`config.mk`:
```
export PLATFORM = sky130hd
export DESIGN_NAME = cfgreg_lockbank
export DESIGN_NICKNAME = d
export VERILOG_FILES = /design/src/rtl/cfgreg_pkg.sv /design/src/rtl/cfgreg_wr_arb.sv /design/src/rtl/cfgreg_key.sv /design/src/rtl/cfgreg_cpu_ctl.sv /design/src/rtl/cfgreg_lockbank.sv
export SDC_FILE = /design/constraint.sdc
export NUM_CORES = 1
export LEC_CHECK = 0
export BUFFER_PORTS_ARGS = -buffer_cell sky130_fd_sc_hd__clkbuf_2
export CAP_MARGIN = 10
export CELL_PAD_IN_SITES_DETAIL_PLACEMENT = 1
export CELL_PAD_IN_SITES_GLOBAL_PLACEMENT = 2
export CORE_MARGIN = 1.5
export CORE_UTILIZATION = 25
export CTS_CLUSTER_SIZE = 20
export DETAILED_ROUTE_END_ITERATION = 12
export GPL_TIMING_DRIVEN = 0
export HOLD_SLACK_MARGIN = 0.05
export PLACE_DENSITY = 0.82
export SYNTH_ARGS = -nofsm -noshare
export SYNTH_HDL_FRONTEND = slang
export SYNTH_HIERARCHICAL = 1
export SYNTH_SLANG_ARGS = --single-unit
```
`constraint.sdc`:
```
create_clock -name pclk -period 3.1 [get_ports pclk]
set_input_delay 0.31 -clock pclk [delete_from_list [all_inputs] [get_ports pclk]]
set_output_delay 0.31 -clock pclk [all_outputs]
set_load 0.02 [all_outputs]
```
`src/rtl/cfgreg_pkg.sv`:
```
package cfgreg_pkg;
  localparam int AW = 12;
  localparam int DW = 32;

  localparam logic [AW-1:0] OFS_CPU_BASE = 12'h008;
  localparam logic [AW-1:0] OFS_DMA      = 12'h01C;
  localparam logic [AW-1:0] OFS_COH      = 12'h020;
  localparam logic [AW-1:0] OFS_LED      = 12'h104;
  localparam logic [AW-1:0] OFS_SW       = 12'h108;
  localparam logic [AW-1:0] OFS_KEY      = 12'h120;
  localparam logic [AW-1:0] OFS_FEAT     = 12'hFF8;
  localparam logic [AW-1:0] OFS_ID       = 12'hFFC;

  localparam logic [15:0] KEY_MAGIC = 16'hA05F;
  localparam logic [7:0]  ID_MAKER  = 8'h41;
  localparam logic [3:0]  ID_ARCH   = 4'h5;

  localparam int CFG_W   = 4;   // straps per processor
  localparam int CFG_LSB = 8;   // strap field position in control word

  typedef struct packed {
    logic             en;
    logic [CFG_W-1:0] cfg;
  } cpu_ctl_t;

  function automatic logic [AW-1:0] cpu_ofs(input int idx);
    return OFS_CPU_BASE + AW'(4 * idx);
  endfunction
endpackage

```
`src/rtl/cfgreg_wr_arb.sv`:
```
module cfgreg_wr_arb
  import cfgreg_pkg::*;
#(
  parameter int NCPU = 2
) (
  input  logic                 apb_wr,
  input  logic [AW-1:0]        apb_addr,
  input  logic [DW-1:0]        apb_wdata,
  input  logic                 pre_wr,
  input  logic [AW-1:0]        pre_addr,
  input  logic [DW-1:0]        pre_wdata,
  input  logic                 unlocked,
  output logic [NCPU-1:0]      we_cpu,
  output logic                 we_dma,
  output logic                 we_coh,
  output logic                 we_led,
  output logic                 we_key,
  output logic [DW-1:0]        wdata
);
  logic [AW-1:0] a;
  logic          any_wr;
  logic          guard_ok;

  // preload path takes the cycle; a concurrent APB write is dropped
  assign a        = pre_wr ? pre_addr  : apb_addr;
  assign wdata    = pre_wr ? pre_wdata : apb_wdata;
  assign any_wr   = pre_wr | apb_wr;
  assign guard_ok = pre_wr | unlocked;

  for (genvar i = 0; i < NCPU; i++) begin : g_cpu_we
    assign we_cpu[i] = any_wr & guard_ok & (a == cpu_ofs(i));
  end

  assign we_dma = any_wr & guard_ok & (a == OFS_DMA);
  assign we_coh = any_wr & (a == OFS_COH);
  assign we_led = any_wr & (a == OFS_LED);
  assign we_key = apb_wr & ~pre_wr & (a == OFS_KEY);
endmodule

```
`src/rtl/cfgreg_key.sv`:
```
module cfgreg_key
  import cfgreg_pkg::*;
(
  input  logic        clk,
  input  logic        rst_n,
  input  logic        we,
  input  logic [15:0] wdata,
  output logic [15:0] key_q,
  output logic        unlocked
);
  always_ff @(posedge clk) begin
    if (!rst_n)  key_q <= '0;
    else if (we) key_q <= wdata;
  end

  assign unlocked = (key_q == KEY_MAGIC);
endmodule

```
`src/rtl/cfgreg_cpu_ctl.sv`:
```
module cfgreg_cpu_ctl
  import cfgreg_pkg::*;
(
  input  logic             clk,
  input  logic             rst_n,
  input  logic             we,
  input  logic             en_bit,
  input  logic [CFG_W-1:0] cfg_bits,
  output cpu_ctl_t         ctl
);
  always_ff @(posedge clk) begin
    if (!rst_n) begin
      ctl.en  <= 1'b1;
      ctl.cfg <= '0;
    end else if (we) begin
      ctl.en  <= en_bit;
      ctl.cfg <= cfg_bits;
    end
  end
endmodule

```
`src/rtl/cfgreg_lockbank.sv`:
```
module cfgreg_lockbank
  import cfgreg_pkg::*;
#(
  parameter int          NCPU       = 2,
  parameter int          STRB_W     = 8,
  parameter int          USER_W     = 6,
  parameter int          LED_W      = 8,
  parameter int          SW_W       = 8,
  parameter logic [7:0]  BUILD_NUM  = 8'h17,
  parameter logic [3:0]  ID_VARIANT = 4'h0,
  parameter logic [7:0]  ID_PART    = 8'hA1,
  parameter logic [3:0]  ID_REV     = 4'h2
) (
  input  logic                  pclk,
  input  logic                  presetn,
  input  logic                  psel,
  input  logic                  penable,
  input  logic                  pwrite,
  input  logic [11:0]           paddr,
  input  logic [31:0]           pwdata,
  output logic [31:0]           prdata,
  output logic                  pready,
  output logic                  pslverr,
  input  logic                  pre_wr,
  input  logic [11:0]           pre_addr,
  input  logic [31:0]           pre_wdata,
  output logic [NCPU-1:0]       cpu_en,
  output logic [4*NCPU-1:0]     cpu_cfg,
  input  logic [STRB_W-1:0]     dma_strb_in,
  output logic [STRB_W-1:0]     dma_strb_out,
  output logic [USER_W-1:0]     coh_wuser,
  output logic [USER_W-1:0]     coh_ruser,
  output logic [LED_W-1:0]      led_o,
  input  logic [SW_W-1:0]       sw_i
);
  localparam int          WUSER_LSB = 16;
  localparam logic [7:0]  NUM_CFG   = 8'(NCPU + 2);
  localparam logic [31:0] FEAT_WORD = {BUILD_NUM, 13'b0, 3'b111, NUM_CFG};
  localparam logic [31:0] ID_WORD   = {ID_MAKER, ID_VARIANT, ID_ARCH, 4'b0, ID_PART, ID_REV};

  logic                 apb_wr;
  logic [NCPU-1:0]      we_cpu;
  logic                 we_dma, we_coh, we_led, we_key;
  logic [31:0]          wdata;
  logic [15:0]          key_q;
  logic                 unlocked;
  cpu_ctl_t             ctl [NCPU];
  logic [STRB_W-1:0]    dma_mask_q;
  logic [USER_W-1:0]    wuser_q, ruser_q;
  logic [LED_W-1:0]     led_q;

  assign apb_wr  = psel & penable & pwrite;
  assign pready  = 1'b1;
  assign pslverr = 1'b0;

  cfgreg_wr_arb #(.NCPU(NCPU)) u_arb (
    .apb_wr(apb_wr), .apb_addr(paddr), .apb_wdata(pwdata),
    .pre_wr(pre_wr), .pre_addr(pre_addr), .pre_wdata(pre_wdata),
    .unlocked(unlocked),
    .we_cpu(we_cpu), .we_dma(we_dma), .we_coh(we_coh),
    .we_led(we_led), .we_key(we_key), .wdata(wdata)
  );

  cfgreg_key u_key (
    .clk(pclk), .rst_n(presetn), .we(we_key), .wdata(wdata[15:0]),
    .key_q(key_q), .unlocked(unlocked)
  );

  for (genvar i = 0; i < NCPU; i++) begin : g_cpu
    cfgreg_cpu_ctl u_ctl (
      .clk(pclk), .rst_n(presetn), .we(we_cpu[i]),
      .en_bit(wdata[0]), .cfg_bits(wdata[CFG_LSB +: CFG_W]),
      .ctl(ctl[i])
    );
    assign cpu_en[i]                  = ctl[i].en;
    assign cpu_cfg[CFG_W*i +: CFG_W]  = ctl[i].cfg;
  end

  always_ff @(posedge pclk) begin
    if (!presetn) begin
      dma_mask_q <= '0;
      wuser_q    <= '0;
      ruser_q    <= '0;
      led_q      <= '0;
    end else begin
      if (we_dma) dma_mask_q <= wdata[STRB_W-1:0];
      if (we_coh) begin
        wuser_q <= wdata[WUSER_LSB +: USER_W];
        ruser_q <= wdata[USER_W-1:0];
      end
      if (we_led) led_q <= wdata[LED_W-1:0];
    end
  end

  assign dma_strb_out = dma_strb_in & ~dma_mask_q;
  assign coh_wuser    = wuser_q;
  assign coh_ruser    = ruser_q;
  assign led_o        = led_q;

  always_comb begin
    prdata = '0;
    unique case (paddr)
      OFS_DMA:  prdata[STRB_W-1:0] = dma_mask_q;
      OFS_COH: begin
        prdata[WUSER_LSB +: USER_W] = wuser_q;
        prdata[USER_W-1:0]          = ruser_q;
      end
      OFS_LED:  prdata[LED_W-1:0] = led_q;
      OFS_SW:   prdata[SW_W-1:0]  = sw_i;
      OFS_KEY:  prdata[16:0]      = {unlocked, key_q};
      OFS_FEAT: prdata            = FEAT_WORD;
      OFS_ID:   prdata            = ID_WORD;
      default: begin
        for (int i = 0; i < NCPU; i++) begin
          if (paddr == cpu_ofs(i)) begin
            prdata[0]                  = ctl[i].en;
            prdata[CFG_LSB +: CFG_W]   = ctl[i].cfg;
          end
        end
      end
    endcase
  end
endmodule

```
==> results_dict.tcl, run 1 <==
set metrics [dict create \
    drt_iter0_markers 75 \
    die_y_um 118 \
    start_util_pct 25.9 \
    synth.avg_cell_area_sq_um 9.74 \
    antenna_found_initial 0 \
    finalWirelength_mm 11.7 \
    io_pins 182 \
    use_met2_pct 29.7 \
    dp_slack_ns 0.239 \
    post-route-period-util_pct 93.9 \
    ys_warn_count 6 \
    p_total_uw 1630 \
    antenna_left 0 \
    tightest_slew_ns 0.797 \
    path_cells "or4_4, nor4_2, a41oi_1, a221oi_2, clkbuf_1, mux2i_1, nor2b_1" \
    areaGrowthSynthToFinish_pct 36.2 \
    core_sq_um 12800 \
    p_leak_uw 0.00181 \
    start_kind "register" \
    drv_cap 0 \
    fin_nets 615 \
    hp-class "in2reg" \
    rsz0062_at_grt "no" \
    rows 41 \
    fin_area_sq_um 4510 \
    die_w_um 118 \
    grt_pass1_wl_mm 18.0 \
    drc 0 \
    relSlewSlack_pct 46.7 \
    dieArea_sq_um 14000 \
    slew_viol_final 0 \
    grt_start_max_net_pins 28 \
    final_hold_viol_count 0 \
    diodes 0 \
    top_usage_layer "met2" \
    max_freq_ghz 0.344 \
    met3_usage_pct 3.44 \
    clk-insertion-delay-late_ns 0.29 \
    vias 3175 \
    h-tree-depth 2 \
    holdBufCountCts 0 \
    drtPass1Iterations 5 \
    synth.cell_area_sq_um 3310 \
    clock_sinks 54 \
    cts_setup_buffers 0 \
    critPathCaptureType "register" \
    clk_path_buf_depth 2 \
    fill_cells 1534 \
    grtUsageMet1_pct 20.1 \
    ctsResizeCount 0 \
    cp.arrival_ns 3.09 \
    fin_tns_setup_ns 0 \
    powerDensity_nw_per_um2 361 \
    io_buffer_count 153 \
    min_period_ns 2.91 \
    hpwl_mm 9.28 \
    cts_tree "done" \
    dpl-instance-area_sq_um 4310 \
    fin_ws_ns 0.189 \
    synth_cells 340 \
    layout-drive-gt1-share_pct 43.5 \
    setup_viol 0 \
    gr-total-overflow 0 \
    cts_buffers 5 \
    routedWlPerCell_um 17.3 \
    regToRegSetupSlack_ns 0.19 \
    via_per_inst 4.68 \
    irDropWorstVdd_mv 0.239 \
    critPathRequiredTime_ns 3.28 \
    gp_congestion 0.750 \
    path_class "reg2reg" \
    finClkSkew_ns 0.00397 \
    whs_ns 0.413 \
    grt_pass1_vias 3304 \
    crit_slowest_cell "clkbuf_1" \
    status "complete, no violations" \
    crit_path_max_incr_delay_ns 0.62 \
    cts_root_buf "clkbuf_16" \
    path_clk_slew_ns 0.07 \
    grt_usage_pct 16.5 \
    crit_fanout 8 \
]
layout by cell type, fill, tap and decap left out, drive strengths merged, types with 5 or more instances in the layout:
cell type,instances
and2,8
buf,20
mux2,23
conb,7
dfxtp,54
a22oi,12
nor2b,60
nor2,9
nand2,12
mux2i,55
a21oi,11
nand3,5
clkbuf,165
nor3,6
worst max-delay path, delay by kind of cell (launching register included):
kind	cells	cell delay, ns
mux	1	0.27
flops	1	0.33
compound gates	2	0.52
buf+inv	1	0.62
simple gates	3	1.06
per-stage QoR:
step,std cells,util (%)
finish,678,35.3
global route,678,35.3
CTS,678,35.3
detailed placement,670,33.8
global placement,670,33.8
floorplan,345,-
flip-flops by register name (all words and copies together), names as in the netlist:
name and flops:
u_key/key_q 16, g_cpu.u_ctl/ctl 10, dma_mask_q 8, led_o 8, coh_ruser 6, coh_wuser 6
power by group:
part	switching (uW)	leakage, uW	internal, uW
Combinational	99.2	0.00128	99.7
Sequential	0.0493	0.000435	693
Clock	250	0.0000971	485
Total	349	0.00181	1280
routing by layer:
metal  part of all wire [%]  vias to the layer above
met2                     50                      106
met5                      0                        -
met3                    5.8                        6
li1                       -                     1551
met1                     43                     1512
met4                   0.87                        0
path summary, 6_finish.rpt:
kind / start / endpoint / cells after the start
worst max-delay path: u_key/key_q[9] / dma_mask_q[6] / 7
worst min-delay path: pre_wdata[16] / coh_wuser[0] / 4
worst max register to register: u_key/key_q[9] / dma_mask_q[6] / 7
worst min register to register: g_cpu[1].u_ctl/ctl[4] / g_cpu[1].u_ctl/ctl[4] / 2
area by class of cell:
cell class | count | area [sq um] | share of cell area (%)
sequential | 54 | 1080 | 24.0
tap | 172 | 215 | 4.77
clock inverter | 2 | 60.1 | 1.33
inverter | 4 | 15.0 | 0.333
clock buffer | 6 | 139 | 3.08
buffer | 26 | 171 | 3.80
timing repair buffer | 153 | 766 | 17.0
multi-input combinational | 261 | 2060 | 45.8
No activity file was read; power rests on OpenSTA's default activity.
==> run 2: changes to the inputs <==
==> constraint.sdc (replaced) <==
create_clock -name pclk -period 3.1 [get_ports pclk]
set_input_delay 0.62 -clock pclk [delete_from_list [all_inputs] [get_ports pclk]]
set_output_delay 0.62 -clock pclk [all_outputs]
set_load 0.02 [all_outputs]
==> run 2 against run 1 <==
  * Count of clock-buffer cells in the layout stayed put
  * Critical path depth unchanged
  * Cell count grew 0.74%
  * Sequential share of layout area is 0.49 points lower
  * Clock power rose by 0.5%
  * Non-clock buffer count rose by 5
  * Total power increased by 0.36%
  * Critical endpoint is now prdata[0]
  * Largest cell class unchanged
  * Largest power group unchanged
==> results_dict.tcl, run 2 (same netlist as run 1, synthesis figures left out) <==
set metrics [dict create \
    fin_nets 620 \
    worst-r2r-cell-count 7 \
    grt_pass1_vias 3307 \
    via_per_inst 4.67 \
    holdPathStages 2 \
    holdBufCountCts 0 \
    critPathBufInv 2 \
    grt_usage_pct 16.6 \
    tightest_slew_ns 0.774 \
    core_sq_um 12800 \
    h-tree-depth 2 \
    critPathCaptureType "primary output" \
    dp_slack_ns -0.243 \
    powerDensity_nw_per_um2 355 \
    final-instance-count-excl-fill 683 \
    cp.arrival_ns 2.36 \
    regMostFlops "u_key/key_q" \
    postLayoutCoreUtil_pct 36.1 \
    cts_buffers 5 \
    io_pins 182 \
    hpwl_mm 9.28 \
    dieArea_sq_um 14000 \
    path_common_cell "clkbuf_2" \
    clock_sinks 54 \
    path_cells "clkbuf_2, or4_1, or2_1, nor2_4, a22o_1, mux2_1, clkbuf_2" \
    grt_pass1_wl_mm 18.2 \
    dp_cells 670 \
    finalWirelength_mm 11.8 \
    status "complete, no violations" \
    rsz0062_at_grt "no" \
    largest_reg_flops 16 \
    p_leak_uw 0.00188 \
    drv_cap 0 \
    crit_path_max_incr_delay_ns 0.64 \
    crit_family "simple AND/OR/NAND/NOR gates" \
    fin_ws_ns 0.116 \
    areaGrowthSynthToFinish_pct 39.0 \
    start_util_pct 25.9 \
    slew_viol_final 0 \
    antenna_left 0 \
    gp_congestion 0.750 \
    routedWlPerCell_um 17.2 \
    finClkSkew_ns 0.00612 \
    max_freq_ghz 0.335 \
    clk-insertion-delay-late_ns 0.29 \
    drtPass1Iterations 4 \
    path_class "in2out" \
    layout-drive-gt1-share_pct 45.0 \
    cts_root_buf "clkbuf_16" \
    grt_start_max_net_pins 28 \
    die_y_um 118 \
    die_w_um 118 \
    diodes 0 \
    vias 3190 \
    layout_common_cells "clkbuf_2, nor2b_1, mux2i_1" \
    clk_path_buf_depth 2 \
    rows 41 \
    drt_iter0_markers 85 \
    post-route-period-util_pct 96.3 \
    io_buffer_count 153 \
    setup_viol 0 \
    crit_fanout 5 \
    cts_tree "done" \
    hp-class "reg2reg" \
    drc 0 \
    relSlewSlack_pct 48.4 \
    critPathRequiredTime_ns 2.48 \
    crit_slowest_cell "or4_1" \
    worst-path-stages 7 \
    final_common_cell "clkbuf_2" \
    antenna_found_initial 0 \
    min_period_ns 2.98 \
    start_kind "primary input" \
    whs_ns 0.521 \
    top_regs "u_key/key_q (16), g_cpu.u_ctl/ctl (10)" \
    final_hold_viol_count 0 \
    path_clk_slew_ns 0.07 \
    irDropWorstVdd_mv 0.239 \
    gr-total-overflow 0 \
]
[run 2: stage by stage]
step / area (sq um) / total power (uW) / setup TNS [ns]
after floorplan: 3330 / 810 / 0
after global placement: 4310 / 905 / -0.535
after detailed placement: 4310 / 909 / -0.910
after CTS: 4550 / 1650 / -0.102
after global routing: 4610 / 1700 / 0
final: 4610 / 1630 / 0
[run 2: final timing paths]
path	to	startpoint	slack, ns
max	prdata[0]	paddr[11]	0.12
max reg2reg	dma_mask_q[6]	u_key/key_q[9]	0.23
min reg2reg	g_cpu[0].u_ctl/ctl[4]	g_cpu[0].u_ctl/ctl[4]	0.52
min	g_cpu[0].u_ctl/ctl[4]	g_cpu[0].u_ctl/ctl[4]	0.52
[run 2: layer usage]
| metal | GRT usage [%] | share of wire, % | up-vias |
|---|---|---|---|
| met5 | 0 | 0 | - |
| li1 | - | - | 1565 |
| met4 | 2.90 | 0.53 | 0 |
| met1 | 20.3 | 43 | 1515 |
| met2 | 30.0 | 50 | 106 |
| met3 | 3.44 | 5.9 | 4 |
[run 2: power by group]
group / leakage, uW / total [uW] / switching [uW] / internal, uW
sequential: 0.000435 / 693 / 0.0496 / 693
clock: 0.0000971 / 739 / 253 / 485
combinational: 0.00134 / 202 / 101 / 100
[run 2: worst min-delay path, cell delays in order (launching register included)]
cell and delay, ns:
dfxtp_1 0.36, mux2i_1 0.08, nand2_1 0.06
[run 2: layout make-up]
class,instances,area [sq um]
Tap cell,172,215
Sequential cell,54,1080
Clock inverter,2,60.1
Fill cell,1527,8170
Clock buffer,6,139
Timing Repair Buffer,158,816
Inverter,4,15.0
Buffer,26,173
Multi-Input combinational cell,261,2110
[run 2: timing repair]
action                     CTS  global route
setup buffers                3             2
gates resized for setup      4             6
setup endpoints to repair    8             5
pin swaps                    1             2
==> run 3: changes to the inputs <==
Settings changed: CORE_ASPECT_RATIO set to 1.4.
Clock period 3.1 ns to 3.06 ns, I/O delays scaled along.
==> run 3 against run 2 <==
  * Count of clock-buffer cells in the layout is 1 lower
  * Via count is 2.1% higher
  * Clock skew is 0.0019 ns higher
  * Sequential power is 1% higher
  * Combinational power hardly changed
  * Critical path type unchanged
  * Global-route usage is 0.66 points higher
==> results_dict.tcl, run 3 (same netlist as run 1, synthesis figures left out) <==
set metrics [dict create \
    status "complete, no violations" \
    rows 49 \
    post-route-period-util_pct 97.3 \
    path_cells "clkbuf_2, nor3_2, nand4_1, or4_1, nand3b_1, mux2_1, clkbuf_2" \
    start_kind "primary input" \
    irDropWorstVdd_mv 0.219 \
    antenna_left 0 \
    die_y_um 139 \
    p_switching_uw 353 \
    path_class "in2out" \
    finClkSkew_ns 0.00802 \
    routedWlPerCell_um 18.3 \
    final_common_cell "clkbuf_2" \
    clk_path_buf_depth 2 \
    cp.arrival_ns 2.36 \
    io_pins 182 \
    setup_viol 0 \
    crit_fanout 6 \
    pwr-share-comb_pct 13.3 \
    gp_congestion 0.803 \
    clk-insertion-delay-late_ns 0.29 \
    via_per_inst 4.91 \
    core_sq_um 12900 \
    die_w_um 100 \
    fin_area_sq_um 4550 \
    io_buffer_count 153 \
    max_freq_ghz 0.336 \
    h-tree-depth 2 \
    fin_nets 620 \
    holdBufCountCts 0 \
    tightest_slew_ns 0.835 \
    drc 0 \
    drt_iter0_markers 73 \
    p_clk_share_pct 41.1 \
    crit_path_max_incr_delay_ns 0.51 \
    drtPass1Iterations 4 \
    path_common_cell "clkbuf_2" \
    dpl-instance-area_sq_um 4290 \
    drv_cap 0 \
    vias 3257 \
    finalWirelength_mm 12.2 \
    postLayoutCoreUtil_pct 35.3 \
    clock_sinks 54 \
    powerDensity_nw_per_um2 339 \
    grt_pass1_wl_mm 18.5 \
    layout_common_cells "clkbuf_2, nor2b_1, mux2i_1" \
    regMostFlops "u_key/key_q" \
    multi_input_area_sq_um 2100 \
    cts_root_buf "clkbuf_16" \
    cts_buffers 5 \
    start_util_pct 25.7 \
    grt_usage_pct 17.2 \
    min_period_ns 2.98 \
    diodes 0 \
    internal-power_uw 1190 \
    relSlewSlack_pct 44.3 \
    cts_tree "done" \
    final_hold_viol_count 0 \
    top_regs "u_key/key_q (16), g_cpu.u_ctl/ctl (10)" \
    critPathRequiredTime_ns 2.45 \
    gr-total-overflow 0 \
    grt_pass1_vias 3414 \
    rsz0062_at_grt "yes" \
    p_total_uw 1540 \
    p_seq_share_pct 45.6 \
    layout-drive-gt1-share_pct 44.8 \
    slew_viol_final 0 \
    areaGrowthSynthToFinish_pct 37.2 \
    critPathCaptureType "primary output" \
    dieArea_sq_um 14000 \
    crit_slowest_cell "or4_1" \
    path_clk_slew_ns 0.06 \
    antenna_found_initial 0 \
    p_leak_uw 0.00186 \
    switching_share_pct 22.9 \
    fill_cells 1567 \
    hpwl_mm 9.42 \
    grt_start_max_net_pins 28 \
    hp-class "reg2reg" \
    layout.area.seq_sq_um 1080 \
    largest_reg_flops 16 \
]
## run 3: changes by cell type in the layout (fill, tap and decap cells not counted)
cell	before	now
clkinv_2	0	2
buf_2	5	4
clkbuf_8	1	0
buf_4	14	15
bufinv_16	2	1
nor3_1	3	4
nor3_2	2	1
## run 3: routing by layer
layer  up-vias  track usage (%)  part of all wire, %
li1       1563                -                    -
met1      1583             20.4                   41
met2       101             31.9                   54
met3        10             2.01                  3.8
met4         0             5.34                  1.7
met5         -                0                    0
## run 3: layout make-up
cell class | count | share of cell area, %
multi-input cells | 261 | 46.2
repair buffers | 158 | 17.9
plain buffers | 26 | 3.85
well taps | 153 | 4.21
clock inverters | 3 | 0.881
flip-flops and latches | 54 | 23.8
inverters | 4 | 0.330
clock buffers | 5 | 2.75
## run 3: worst max-delay path, delay by kind of cell
family | cells | cell delay [ns]
buf+inv | 2 | 0.30
mux | 1 | 0.32
simple gates | 4 | 1.12
## run 3: what timing repair did
action / CTS / global route
pin swaps: 2 / 1
gates resized for setup: 6 / 5
buffers inserted: 4 / 1
endpoints found under the hold margin: 0 / 0
setup endpoints to repair: 14 / 10
## run 3: final timing paths
path	startpoint	end	slack, ns	cells past startpoint
max	paddr[1]	prdata[0]	0.08	7
min	g_cpu[1].u_ctl/ctl[4]	g_cpu[1].u_ctl/ctl[4]	0.54	2
max reg2reg	u_key/key_q[9]	dma_mask_q[7]	0.21	7
min reg2reg	g_cpu[1].u_ctl/ctl[4]	g_cpu[1].u_ctl/ctl[4]	0.54	2
## run 3: power by group through the flow
stage          Sequential (uW)  Clock [uW]  Combinational, uW
2_1_floorplan              719           0                102
3_3_place_gp               719           0                199
3_5_place_dp               719           0                202
4_1_cts                    702         651                205
5_1_grt                    702         682                221
6_report                   702         634                205
## run 3: per-stage QoR
stage / cells / hold slack (ns) / worst slack, ns / TNS [ns]
detailed placement: 651 / 0.523 / -0.318 / -1.39
finish: 664 / 0.539 / 0.0835 / 0
global route: 664 / 0.557 / -0.000476 / -0.000476
CTS: 663 / 0.542 / -0.00612 / -0.00612
global placement: 651 / 0.507 / -0.272 / -1.69
floorplan: 345 / 0.489 / 0.259 / 0
